[config.mk]
export PLATFORM = sky130hd
export DESIGN_NAME = uart_tx_dbuf
export DESIGN_NICKNAME = d
export VERILOG_FILES = /design/src/rtl/uart_tx_pkg.sv /design/src/rtl/uart_tx_hold.sv /design/src/rtl/uart_tx_shift.sv /design/src/rtl/uart_tx_dbuf.sv
export SDC_FILE = /design/constraint.sdc
export NUM_CORES = 1
export LEC_CHECK = 0
export ABC_AREA = 1
export ABC_CLOCK_PERIOD_IN_PS = 3700
export BUFFER_PORTS_ARGS = -buffer_cell sky130_fd_sc_hd__buf_4
export CAP_MARGIN = 10
export CORE_MARGIN = 5
export CORE_UTILIZATION = 49
export CTS_BUF_LIST = sky130_fd_sc_hd__clkbuf_8
export DETAILED_ROUTE_END_ITERATION = 6
export PLACE_DENSITY = 0.69
export SLEW_MARGIN = 0
export SYNTH_ARGS = -nofsm -noshare
export SYNTH_HDL_FRONTEND = slang
export SYNTH_SLANG_ARGS = --single-unit
[constraint.sdc]
create_clock -name clk_i -period 3.7 [get_ports clk_i]
set_clock_uncertainty 0.05 [all_clocks]
set_input_delay 0.185 -clock clk_i [delete_from_list [all_inputs] [get_ports clk_i]]
set_output_delay 0.185 -clock clk_i [all_outputs]
set_load 0.005 [all_outputs]
[src/rtl/uart_tx_pkg.sv]
package uart_tx_pkg;

  typedef enum logic [1:0] {
    ST_IDLE  = 2'd0,
    ST_START = 2'd1,
    ST_DATA  = 2'd2,
    ST_STOP  = 2'd3
  } tx_state_e;

  // stop length in oversample ticks; code order is fixed by the register field
  function automatic int stop_ticks(input logic [1:0] sel, input int os);
    case (sel)
      2'b01:   return os / 2;
      2'b10:   return 2 * os;
      2'b11:   return os + os / 2;
      default: return os;
    endcase
  endfunction

endpackage

[src/rtl/uart_tx_hold.sv]
module uart_tx_hold #(
  parameter int W = 9
) (
  input  logic         clk_i,
  input  logic         rst_ni,
  input  logic         wr_i,
  input  logic [W-1:0] wr_data_i,
  input  logic         take_i,
  output logic         full_o,
  output logic         accept_o,
  output logic [W-1:0] data_o
);

  logic         full_q;
  logic [W-1:0] data_q;

  assign accept_o = wr_i & ~full_q;

  always_ff @(posedge clk_i or negedge rst_ni) begin
    if (!rst_ni) begin
      full_q <= 1'b0;
      data_q <= '0;
    end else if (accept_o) begin
      full_q <= 1'b1;
      data_q <= wr_data_i;
    end else if (take_i) begin
      full_q <= 1'b0;
    end
  end

  assign full_o = full_q;
  assign data_o = data_q;

  p_wr_fills_r3: assert property (@(posedge clk_i) disable iff (!rst_ni)
    (wr_i && !full_q) |=> full_q);

  p_full_keeps_word_r3: assert property (@(posedge clk_i) disable iff (!rst_ni)
    (wr_i && full_q && !take_i) |=> (full_q && data_q == $past(data_q)));

endmodule

[src/rtl/uart_tx_shift.sv]
module uart_tx_shift
  import uart_tx_pkg::*;
#(
  parameter int W  = 9,
  parameter int OS = 16
) (
  input  logic         clk_i,
  input  logic         rst_ni,
  input  logic         run_i,
  input  logic         tick_i,
  input  logic         wide_i,
  input  logic [1:0]   stop_sel_i,
  input  logic         pend_i,
  input  logic [W-1:0] pend_data_i,
  output logic         take_o,
  output logic         done_o,
  output logic         tx_o
);

  localparam int CW = $clog2(2 * OS + 1);
  localparam int BW = $clog2(W);

  tx_state_e     state_q;
  logic [CW-1:0] cnt_q;
  logic [BW-1:0] bit_q;
  logic [W-1:0]  sh_q;

  logic          adv;
  logic [CW-1:0] stop_last;
  logic [BW-1:0] bit_last;
  logic          bit_end;
  logic          stop_end;

  assign adv       = tick_i & run_i;
  assign stop_last = CW'(stop_ticks(stop_sel_i, OS) - 1);
  assign bit_last  = wide_i ? BW'(W - 1) : BW'(W - 2);
  assign bit_end   = (cnt_q == CW'(OS - 1));
  assign stop_end  = (state_q == ST_STOP) && adv && (cnt_q >= stop_last);

  // reload on the stop-end tick keeps frames gapless
  assign take_o = pend_i & run_i & ((state_q == ST_IDLE) | stop_end);
  assign done_o = stop_end & ~take_o;

  always_ff @(posedge clk_i or negedge rst_ni) begin
    if (!rst_ni) begin
      state_q <= ST_IDLE;
      cnt_q   <= '0;
      bit_q   <= '0;
      sh_q    <= '0;
    end else if (take_o) begin
      state_q <= ST_START;
      cnt_q   <= '0;
      bit_q   <= '0;
      sh_q    <= pend_data_i;
    end else if (adv) begin
      unique case (state_q)
        ST_START: begin
          if (bit_end) begin
            state_q <= ST_DATA;
            cnt_q   <= '0;
          end else begin
            cnt_q <= cnt_q + 1'b1;
          end
        end
        ST_DATA: begin
          if (bit_end) begin
            cnt_q <= '0;
            sh_q  <= sh_q >> 1;
            if (bit_q >= bit_last) state_q <= ST_STOP;
            else                   bit_q   <= bit_q + 1'b1;
          end else begin
            cnt_q <= cnt_q + 1'b1;
          end
        end
        ST_STOP: begin
          if (cnt_q >= stop_last) begin
            state_q <= ST_IDLE;
            cnt_q   <= '0;
          end else begin
            cnt_q <= cnt_q + 1'b1;
          end
        end
        default: cnt_q <= '0;
      endcase
    end
  end

  always_comb begin
    unique case (state_q)
      ST_START: tx_o = 1'b0;
      ST_DATA:  tx_o = sh_q[0];
      default:  tx_o = 1'b1;
    endcase
  end

  p_hold_when_off_r2: assert property (@(posedge clk_i) disable iff (!rst_ni)
    (state_q == ST_IDLE && !run_i) |=> (state_q == ST_IDLE));

  p_bit_index_r5: assert property (@(posedge clk_i) disable iff (!rst_ni)
    (int'(bit_q) < W));

  p_no_start_unloaded_r7: assert property (@(posedge clk_i) disable iff (!rst_ni)
    (state_q == ST_IDLE) |=> (state_q == ST_IDLE || $past(pend_i)));

endmodule

[src/rtl/uart_tx_dbuf.sv]
module uart_tx_dbuf
  import uart_tx_pkg::*;
#(
  parameter int W  = 9,
  parameter int OS = 16
) (
  input  logic         clk_i,
  input  logic         rst_ni,
  input  logic         en_i,
  input  logic         tx_en_i,
  input  logic         wide_i,
  input  logic [1:0]   stop_sel_i,
  input  logic         tick_i,
  input  logic         wr_i,
  input  logic [W-1:0] wr_data_i,
  input  logic         txe_ie_i,
  input  logic         tc_ie_i,
  output logic         tx_o,
  output logic         txe_o,
  output logic         tc_o,
  output logic         txe_irq_o,
  output logic         tc_irq_o
);

  logic         run;
  logic         full;
  logic         accept;
  logic         take;
  logic         done;
  logic [W-1:0] hold_data;
  logic         tc_q;

  assign run = en_i & tx_en_i;

  uart_tx_hold #(.W(W)) u_hold (
    .clk_i     (clk_i),
    .rst_ni    (rst_ni),
    .wr_i      (wr_i),
    .wr_data_i (wr_data_i),
    .take_i    (take),
    .full_o    (full),
    .accept_o  (accept),
    .data_o    (hold_data)
  );

  uart_tx_shift #(.W(W), .OS(OS)) u_shift (
    .clk_i       (clk_i),
    .rst_ni      (rst_ni),
    .run_i       (run),
    .tick_i      (tick_i),
    .wide_i      (wide_i),
    .stop_sel_i  (stop_sel_i),
    .pend_i      (full),
    .pend_data_i (hold_data),
    .take_o      (take),
    .done_o      (done),
    .tx_o        (tx_o)
  );

  // an accepted write wins over a same-cycle frame end
  always_ff @(posedge clk_i or negedge rst_ni) begin
    if (!rst_ni)     tc_q <= 1'b1;
    else if (accept) tc_q <= 1'b0;
    else if (done)   tc_q <= 1'b1;
  end

  assign txe_o     = ~full;
  assign tc_o      = tc_q;
  assign txe_irq_o = txe_ie_i & ~full;
  assign tc_irq_o  = tc_ie_i & tc_q;

  p_tc_means_empty_r8: assert property (@(posedge clk_i) disable iff (!rst_ni)
    tc_q |-> !full);

  p_tc_line_idle_r8: assert property (@(posedge clk_i) disable iff (!rst_ni)
    $rose(tc_q) |-> tx_o);

  p_wr_clears_tc_r3: assert property (@(posedge clk_i) disable iff (!rst_ni)
    (wr_i && !full) |=> !tc_q);

endmodule

==> flow_summary.ini, run 1 <==
[detailed_routing]
drt_iter0_drc = 42
post_drt_wl_per_cell_um = 11.31
num_vias = 1551
viasPerCell = 4.877
ant_nets = 0
dr.pass1.iters = 4
drc = 0
wirelength_mm = 3.597

[floorplan]
rows = 23
die_h_um = 73.16
pin_count = 25
initial_core_util_pct = 49.57
die_w_um = 73.16
design.die.area_sq_mm = 0.005352
core_sq_mm = 0.003943

[grt]
grt_first_pass_wirelength_mm = 6.506
grt_max_degree = 33
grt_usage_pct = 15.58
antenna_found_initial = 0
grt_pass1_vias = 1512
grt_overflow = 0

[placement]
gp_congestion = 0.7667
dp.cells = 309
dp_hpwl_mm = 2.713
preCtsSetupSlack_ps = 1680
io_buffers = 24

[finish]
insertedDiodeCount = 0
final_nets = 301
drive_above_1_share_pct = 20.15
syn_to_final_growth_pct = 15.75
instances_no_fill = 318

[worst_setup_path]
crit_buf_inv = 0
arrival_ps = 2120
crit_family = simple AND/OR/NAND/NOR gates
cp_common_cell = nand2_2
critPathCaptureType = flop
crit_type = reg -> reg
cp.required_ps = 3820
worstPathCellList = ha_1, nand2_1, nor2_1, nand2_2, nand2_2, nand2_2, nand2_4, nand2_8, nand2_2, nand2_2, o21ai_1, nand2_1
cpMaxStageDelayCell = dfrtp_1
start_kind = flop
slowest_delay_ps = 420
path_max_fanout = 27

[timing]
rsz0062_at_grt = false
finalSetupViolCount = 0
fin_tns_setup_ps = 0
fmax_ghz = 0.4997
period_share_pct = 54.09
worstMarginPinSlew_ps = 691.6
period_needed_ps = 2001
setup_ws_ps = 1699
relSlewSlack_pct = 53.90
holdWs_ps = 51.54
hold_violations = 0
drv_slew = 0

[clocking]
worstSkewPairLatency_ps = 280
cts_tree = yes
root_buffer = clkbuf_8
cts_htree_levels = 2
path_clk_slew_ps = 70
cts_buffers = 5
cts_setup_buffers = 0
clockBufferDepth = 2
cts.sinks = 32

[outcome]
status = complete, no violations

[job]
cap_violations = 0

[synth]
yosys_warnings = 0
ys_ff_latch = 32
ys_seq_area_share_pct = 41.04
synth_area_leaders = dfrtp_1 (40%), nand2_1 (13%), ha_1 (9.0%)
synthCells = 240
synth_top_area_share_pct = 39.69
syn_nets = 274
ys_types = 32
synth.cell_area_sq_mm = 0.001954
netlist.top_cell.by_area = dfrtp_1
avgSynthCellArea_sq_um = 8.143

[pwr]
max-vdd-ir-drop_v = 0.0003494
total_power_mw = 1.395
p_leak_nw = 1.211
powerDensity_mw_per_mm2 = 616.6

[hold_path]
hp-class = in -> reg
## metal layers
| metal | global-route usage (%) | share of wire [%] | vias to the layer above |
|---|---|---|---|
| met1 | 20.64 | 48 | 709 |
| met4 | 6.148 | 1.6 | 0 |
| li1 | - | - | 810 |
| met5 | 0 | 0 | - |
| met2 | 24.43 | 46 | 25 |
| met3 | 3.719 | 4.3 | 7 |
## cell type report
| cell class | instances | area [sq um] |
|---|---|---|
| Tap cell | 50 | 62.56 |
| Sequential cell | 32 | 802.0 |
| Clock inverter | 2 | 7.507 |
| Clock buffer | 6 | 82.58 |
| Fill cell | 357 | 1680 |
| Inverter | 36 | 135.1 |
| Timing Repair Buffer | 25 | 190.2 |
| Multi-Input combinational cell | 167 | 982.2 |
## what timing repair did
action	4_1_cts	5_1_grt
endpoints found under the hold margin	31	0
setup endpoints to repair	0	0
hold buffers	1	0
gates resized for setup	0	0
## final timing paths
| check | from | to | slack, ps | depth (start not counted) |
|---|---|---|---|---|
| setup / recovery | u_shift.cnt_q[5] | u_shift.state_q[1] | 1700 | 12 |
| hold / removal | wr_data_i[3] | u_hold.data_o[3] | 50 | 3 |
| setup reg to reg | u_shift.cnt_q[5] | u_shift.state_q[1] | 1700 | 12 |
| hold reg to reg | u_hold.data_o[6] | u_hold.data_o[6] | 420 | 2 |
| max in group asynchronous | rst_ni | tc_o | 2950 | 2 |
| min in group asynchronous | rst_ni | u_shift.state_q[1] | 330 | 2 |
## cells in the mapped netlist
cell type  number
buf_2           1
o211ai_1        7
o21ai_0         6
a21oi_2         1
nand3b_1        2
clkinv_1        2
nor2_4          2
buf_6           2
dfstp_2         1
nand2_2         8
conb_1          1
ha_1           14
nand3_1        10
or2_0           1
o21bai_1        2
nand3_4         1
nor2_2          3
xnor2_1         1
nand2_4         2
o21ai_1        16
nand3_2         2
dfrtp_1        31
xor2_1          2
o21a_1          1
nand2_1        66
clkbuf_1        2
nor2_1         11
o31ai_4         1
inv_2           2
a21oi_1         6
inv_1          32
nand2_8         1
## metrics by stage
stage	util, %	cell area, sq um
global route	57.38	2262
global placement	54.84	2162
finish	57.38	2262
CTS	57.38	2262
floorplan	-	1954
detailed placement	54.84	2162
## kinds of logic after synthesis
family | after synthesis | share of synthesized area [%]
flip-flops | 32 | 41.04
other | 1 | 0.1919
AO/OA/AOI/OAI | 40 | 12.55
XOR/XNOR | 3 | 1.345
adder cells (fa/ha/maj) | 14 | 8.963
AND/OR/NAND/NOR | 109 | 27.21
buffers and inverters | 41 | 8.707
## worst register-to-register path: stages, from the launching register on
cell and delay [ps]:
dfrtp_1 420, ha_1 310, nand2_1 70, nor2_1 120, nand2_2 70, nand2_2 70
nand2_2 60, nand2_4 80, nand2_8 130, nand2_2 210, nand2_2 110, o21ai_1 130
nand2_1 60
## layout by cell type (no fill, tap or decap), types with 6 or more instances in the layout
cell type	Yosys	layout
a21oi_1	6	6
o21ai_1	16	16
o211ai_1	7	7
ha_1	14	14
nand2_1	66	66
buf_4	0	24
nand2_2	8	8
clkbuf_8	0	6
o21ai_0	6	6
inv_1	32	34
nand3_1	10	10
dfrtp_1	31	31
nor2_1	11	11
## power by group
part,switching [mW],internal [mW],leakage (nW)
logic,0.347,0.224,0.752
clock network,0.122,0.146,0.0538
registers,0.0784,0.477,0.405
## sequential cells by signal, summed over array words and instances (netlist names)
| register | count |
|---|---|
| tc_o | 1 |
| u_hold.data_o | 9 |
| u_hold.full_o | 1 |
| u_shift.bit_q | 4 |
| u_shift.cnt_q | 6 |
| u_shift.sh_q | 9 |
| u_shift.state_q | 2 |
(Power assumes the default switching activity.)
==> run 2: changes to the inputs <==
ABC_CLOCK_PERIOD_IN_PS = 1900   (was 3700)
clock period = 1.9 ns   (was 3.7 ns; I/O delays follow)
==> run 2 against run 1 <==
Compared with the run above:
- via count is 4.5% higher
- register-to-register slack worse by 1600 ps
- fmax is 8.9% higher
- non-clock buffer count is 24 higher
- count of clock-buffer cells in the layout is 1 lower
- critical path depth is 1 lower
- combinational power is 130% higher
- global-route usage is 1.4 points higher
- sequential power is 93% higher
- cell area is 15% higher
- highest routed layer unchanged
- final cell count is 8.2% higher
- total power is 120% higher
- largest cell class unchanged
==> flow_summary.ini, run 2 (synthesized netlist as in run 1, its figures left out) <==
[grt]
grt_first_pass_wirelength_mm = 6.913
grt_overflow = 0
grt_max_degree = 33
grt_usage_pct = 16.94
antenna_found_initial = 0
grt_pass1_vias = 1560

[detailed_routing]
drc = 0
viasPerCell = 4.712
post_drt_wl_per_cell_um = 12.08
ant_nets = 0
wirelength_mm = 4.157
dr.pass1.iters = 4
drt_iter0_drc = 88
num_vias = 1621

[worst_setup_path]
critPathLaunch = u_shift.cnt_q[5]
r2r-start = u_shift.cnt_q[5]
cp.required_ps = 2000
start_kind = flop
path_max_fanout = 14
crit_type = reg -> reg
critPathCaptureType = flop
arrival_ps = 1940

[floorplan]
die_w_um = 73.16
die_h_um = 73.16
rows = 23
design.die.area_sq_mm = 0.005352
pin_count = 25
initial_core_util_pct = 49.57
core_sq_mm = 0.003943

[clocking]
cts.sinks = 32
cts_tree = yes
root_buffer = clkbuf_8
clockBufferDepth = 2
path_clk_slew_ps = 70
cts_buffers = 5
cts_htree_levels = 2
worstSkewPairLatency_ps = 290

[finish]
final_nets = 327
most-common-layout-cells = nand2_1 (64), buf_4 (38), inv_1 (33)
stdcell_area_sq_mm = 0.002603
multiInputGateArea_sq_mm = 0.001095
instances_no_fill = 344
insertedDiodeCount = 0
syn_to_final_growth_pct = 33.16
regArea_sq_um = 802.0
final_util_pct = 66.01
fillers = 320
layout_commonest_cell = nand2_1
drive_above_1_share_pct = 27.89

[placement]
dp.cells = 318
gp_congestion = 0.8622
dp_hpwl_mm = 2.842
place_area_sq_mm = 0.002230
io_buffers = 24

[pwr]
max-vdd-ir-drop_v = 0.0006346
p_leak_nw = 1.362
powerDensity_mw_per_mm2 = 1164

[timing]
fin_tns_setup_ps = 0
period_needed_ps = 1838
period_share_pct = 96.74
drv_slew = 0
rsz0062_at_grt = true
hold_violations = 0
finalSetupViolCount = 0
fmax_ghz = 0.5440

[hold_path]
hold_path_startpoint = wr_i
hp-class = in -> reg

[outcome]
status = complete, no violations

[job]
cap_violations = 0
run 2: cell count changes in the layout (fill, tap and decap cells not counted), moves of 2 or more:
cell / before / now
nor2_4: 2 / 4
nand2_1: 66 / 64
ha_1: 14 / 12
buf_4: 24 / 38
nor2_1: 11 / 8
ha_4: 0 / 2
nand2_4: 2 / 5
dlygate4sd3_1: 1 / 10
o21ai_0: 6 / 4
run 2: final timing paths:
path / to / slack, ps / cells past startpoint
worst max-delay path: u_shift.sh_q[7] / 60 / 11
worst min-delay path: u_hold.full_o / 20 / 3
worst max register to register: u_shift.sh_q[7] / 60 / 11
worst min register to register: u_hold.data_o[6] / 420 / 2
max in group asynchronous: tc_o / 1230 / 2
min in group asynchronous: u_shift.bit_q[0] / 220 / 2
run 2: stage by stage:
step	power, mW	hold slack, ps	setup slack (ps)
floorplan	1.934	-250.6	119.2
global placement	2.215	8.672	25.69
detailed placement	2.254	12.31	6.621
CTS	2.934	16.91	23.99
global route	3.297	35.49	-19.15
finish	3.030	23.87	61.93
run 2: final cells by class:
class	count	area share, %
Sequential cell	32	30.82
Timing Repair Buffer	49	15.38
Inverter	36	5.192
Multi-Input combinational cell	169	42.07
Clock inverter	3	1.490
Tap cell	50	2.404
Clock buffer	5	2.644
run 2: critical path: stages, from the launching register on:
cell and delay, ps:
dfrtp_1 420, ha_4 290, nand2_4 60, nor2_2 90, nor2_2 60, nand2_2 60, nand2_2 70, nand2_4 100
nand2_8 90, buf_8 160, o211ai_1 150, o21ai_1 100
run 2: power by group:
group | switching, mW | internal [mW] | leakage (nW) | total, mW
Combinational | 0.780 | 0.539 | 0.898 | 1.32
Sequential | 0.145 | 0.929 | 0.405 | 1.07
Clock | 0.253 | 0.383 | 0.0593 | 0.637
run 2: layer usage:
| metal | wire length (um) | GRT usage (%) | vias up |
|---|---|---|---|
| li1 | - | - | 867 |
| met1 | 1932 | 21.37 | 721 |
| met2 | 1978 | 27.31 | 26 |
| met3 | 160 | 4.270 | 7 |
| met4 | 85 | 7.377 | 0 |
| met5 | 0 | 0 | - |
run 2: repair_timing:
item,CTS,global route
hold buffers,10,0
endpoints found under the setup margin,3,20
buffers inserted,0,6
pin swaps,0,5
cloned,0,2
hold endpoints to repair,40,0
gates resized for setup,2,19
==> run 3: changes to the inputs <==
SETUP_SLACK_MARGIN = 0.15   (was not set)
==> run 3 against run 2 <==
Compared with the run above:
- critical path type unchanged
- flip-flop and latch count is the same
- die area is the same
- fmax shrank 2.6%
- via count grew 6.2%
- total power grew 3.3%
- combinational power grew 5%
- critical endpoint is now u_shift.state_q[0]
- clock power grew 4.1%
- final cell count grew 0.58%
==> flow_summary.ini, run 3 (synthesized netlist as in run 1, its figures left out) <==
[worst_setup_path]
r2r_cells = 12
arrival_ps = 2010
r2r-start = u_shift.cnt_q[4]
critPathCaptureType = flop
start_kind = flop
critPathLaunch = u_shift.cnt_q[4]
r2r-end = u_shift.state_q[0]
critPathCapture = u_shift.state_q[0]
path_max_fanout = 9
cp.required_ps = 2030
reg2reg_slack_ps = 10
crit_type = reg -> reg

[finish]
syn_to_final_growth_pct = 35.92
final_util_pct = 67.38
most-common-layout-cells = nand2_1 (63), buf_4 (38), dfrtp_1 (31)
final_nets = 329
drive_above_1_share_pct = 30.74
layout_commonest_cell = nand2_1
fillers = 319
insertedDiodeCount = 0
instances_no_fill = 346

[timing]
period_share_pct = 99.29
period_needed_ps = 1887
drv_slew = 0
setup_ws_ps = 13.48
fmax_ghz = 0.5301
hold_violations = 0
rsz0062_at_grt = true
finalSetupViolCount = 0

[clocking]
clockBufferDepth = 2
cts.sinks = 32
root_buffer = clkbuf_8
cts_htree_levels = 2
path_clk_slew_ps = 80
cts_tree = yes
cts_buffers = 5
worstSkewPairLatency_ps = 290

[detailed_routing]
drc = 0
post_drt_wl_per_cell_um = 12.72
drt_iter0_drc = 111
dr.pass1.iters = 4
ant_nets = 0
viasPerCell = 4.977
num_vias = 1722
wirelength_mm = 4.400

[floorplan]
die_h_um = 73.16
core_sq_mm = 0.003943
die_w_um = 73.16
pin_count = 25
rows = 23
design.die.area_sq_mm = 0.005352
initial_core_util_pct = 49.57

[pwr]
max-vdd-ir-drop_v = 0.0007474
total_power_mw = 3.129
powerDensity_mw_per_mm2 = 1178
p_leak_nw = 1.370

[hold_path]
hp-class = in -> reg

[grt]
grt_usage_pct = 17.73
grt_overflow = 0
antenna_found_initial = 0
grt_first_pass_wirelength_mm = 7.348
grt_pass1_vias = 1658
grt_max_degree = 33

[job]
cap_violations = 0

[outcome]
status = complete, no violations

[placement]
dp.cells = 319
dp_hpwl_mm = 2.872
gp_congestion = 0.9182
preCtsSetupSlack_ps = -9.310
io_buffers = 24
## run 3: cell types whose count changed in the layout (fill, tap and decap cells not counted), moves of 2 or more
cell and delta:
nand2_2 +2, nand3_4 +2, inv_2 +3, nand3_2 -2, inv_1 -5
## run 3: critical path, stage by stage (launching register included)
cell	delay (ps)
dfrtp_1	410
ha_4	290
nand2_4	60
nor2_2	90
nor2_2	60
nand2_2	70
nand2_2	70
nand2_4	120
nand2_4	110
nand2_4	140
nand2_2	100
o21ai_1	140
nand2_1	60
## run 3: per-stage QoR
stage	hold WS, ps	setup TNS (ps)	area [sq um]
final	15.15	0	2656
after global routing	19.03	-1141	2656
after CTS	12.50	0	2532
after detailed placement	13.38	-14.20	2252
after global placement	12.53	0	2252
after floorplan	-250.6	0	1973
## run 3: layer usage
metal,track usage (%),wire length [um],vias up
li1,-,-,879
met1,22.39,2063,806
met2,29.00,2105,27
met3,4.408,139,10
met4,6.967,91,0
met5,0,0,-
## run 3: worst min path at each step
stage	from	end	slack [ps]	cells past startpoint
6_report	wr_i	u_hold.full_o	20	3
5_1_grt	wr_i	u_hold.full_o	20	3
4_1_cts	wr_i	u_hold.full_o	10	3
3_5_place_dp	rst_ni	u_hold.data_o[2]	10	1
3_3_place_gp	rst_ni	u_hold.data_o[2]	10	1
2_1_floorplan	rst_ni	u_hold.data_o[0]	-250	0
## run 3: timing repair
action | in CTS | in global routing
endpoints found under the setup margin | 21 | 22
endpoints found under the hold margin | 40 | 0
buffers inserted | 4 | 2
hold buffers | 10 | 0
pin swaps | 4 | 8
gates resized for setup | 6 | 21
gates cloned | 2 | 1
## run 3: power by group
part / total [mW] / internal, mW / switching [mW]
registers: 1.07 / 0.928 / 0.146
clock network: 0.663 / 0.388 / 0.275
logic: 1.39 / 0.590 / 0.802
## run 3: final cells by class
type | count | area (sq um) | area share, %
sequential | 32 | 802.0 | 30.19
clock inverter | 3 | 42.54 | 1.602
inverter | 36 | 135.1 | 5.087
timing repair buffer | 51 | 441.7 | 16.63
clock buffer | 5 | 68.82 | 2.591
tap | 50 | 62.56 | 2.355
multi-input combinational | 169 | 1104 | 41.55
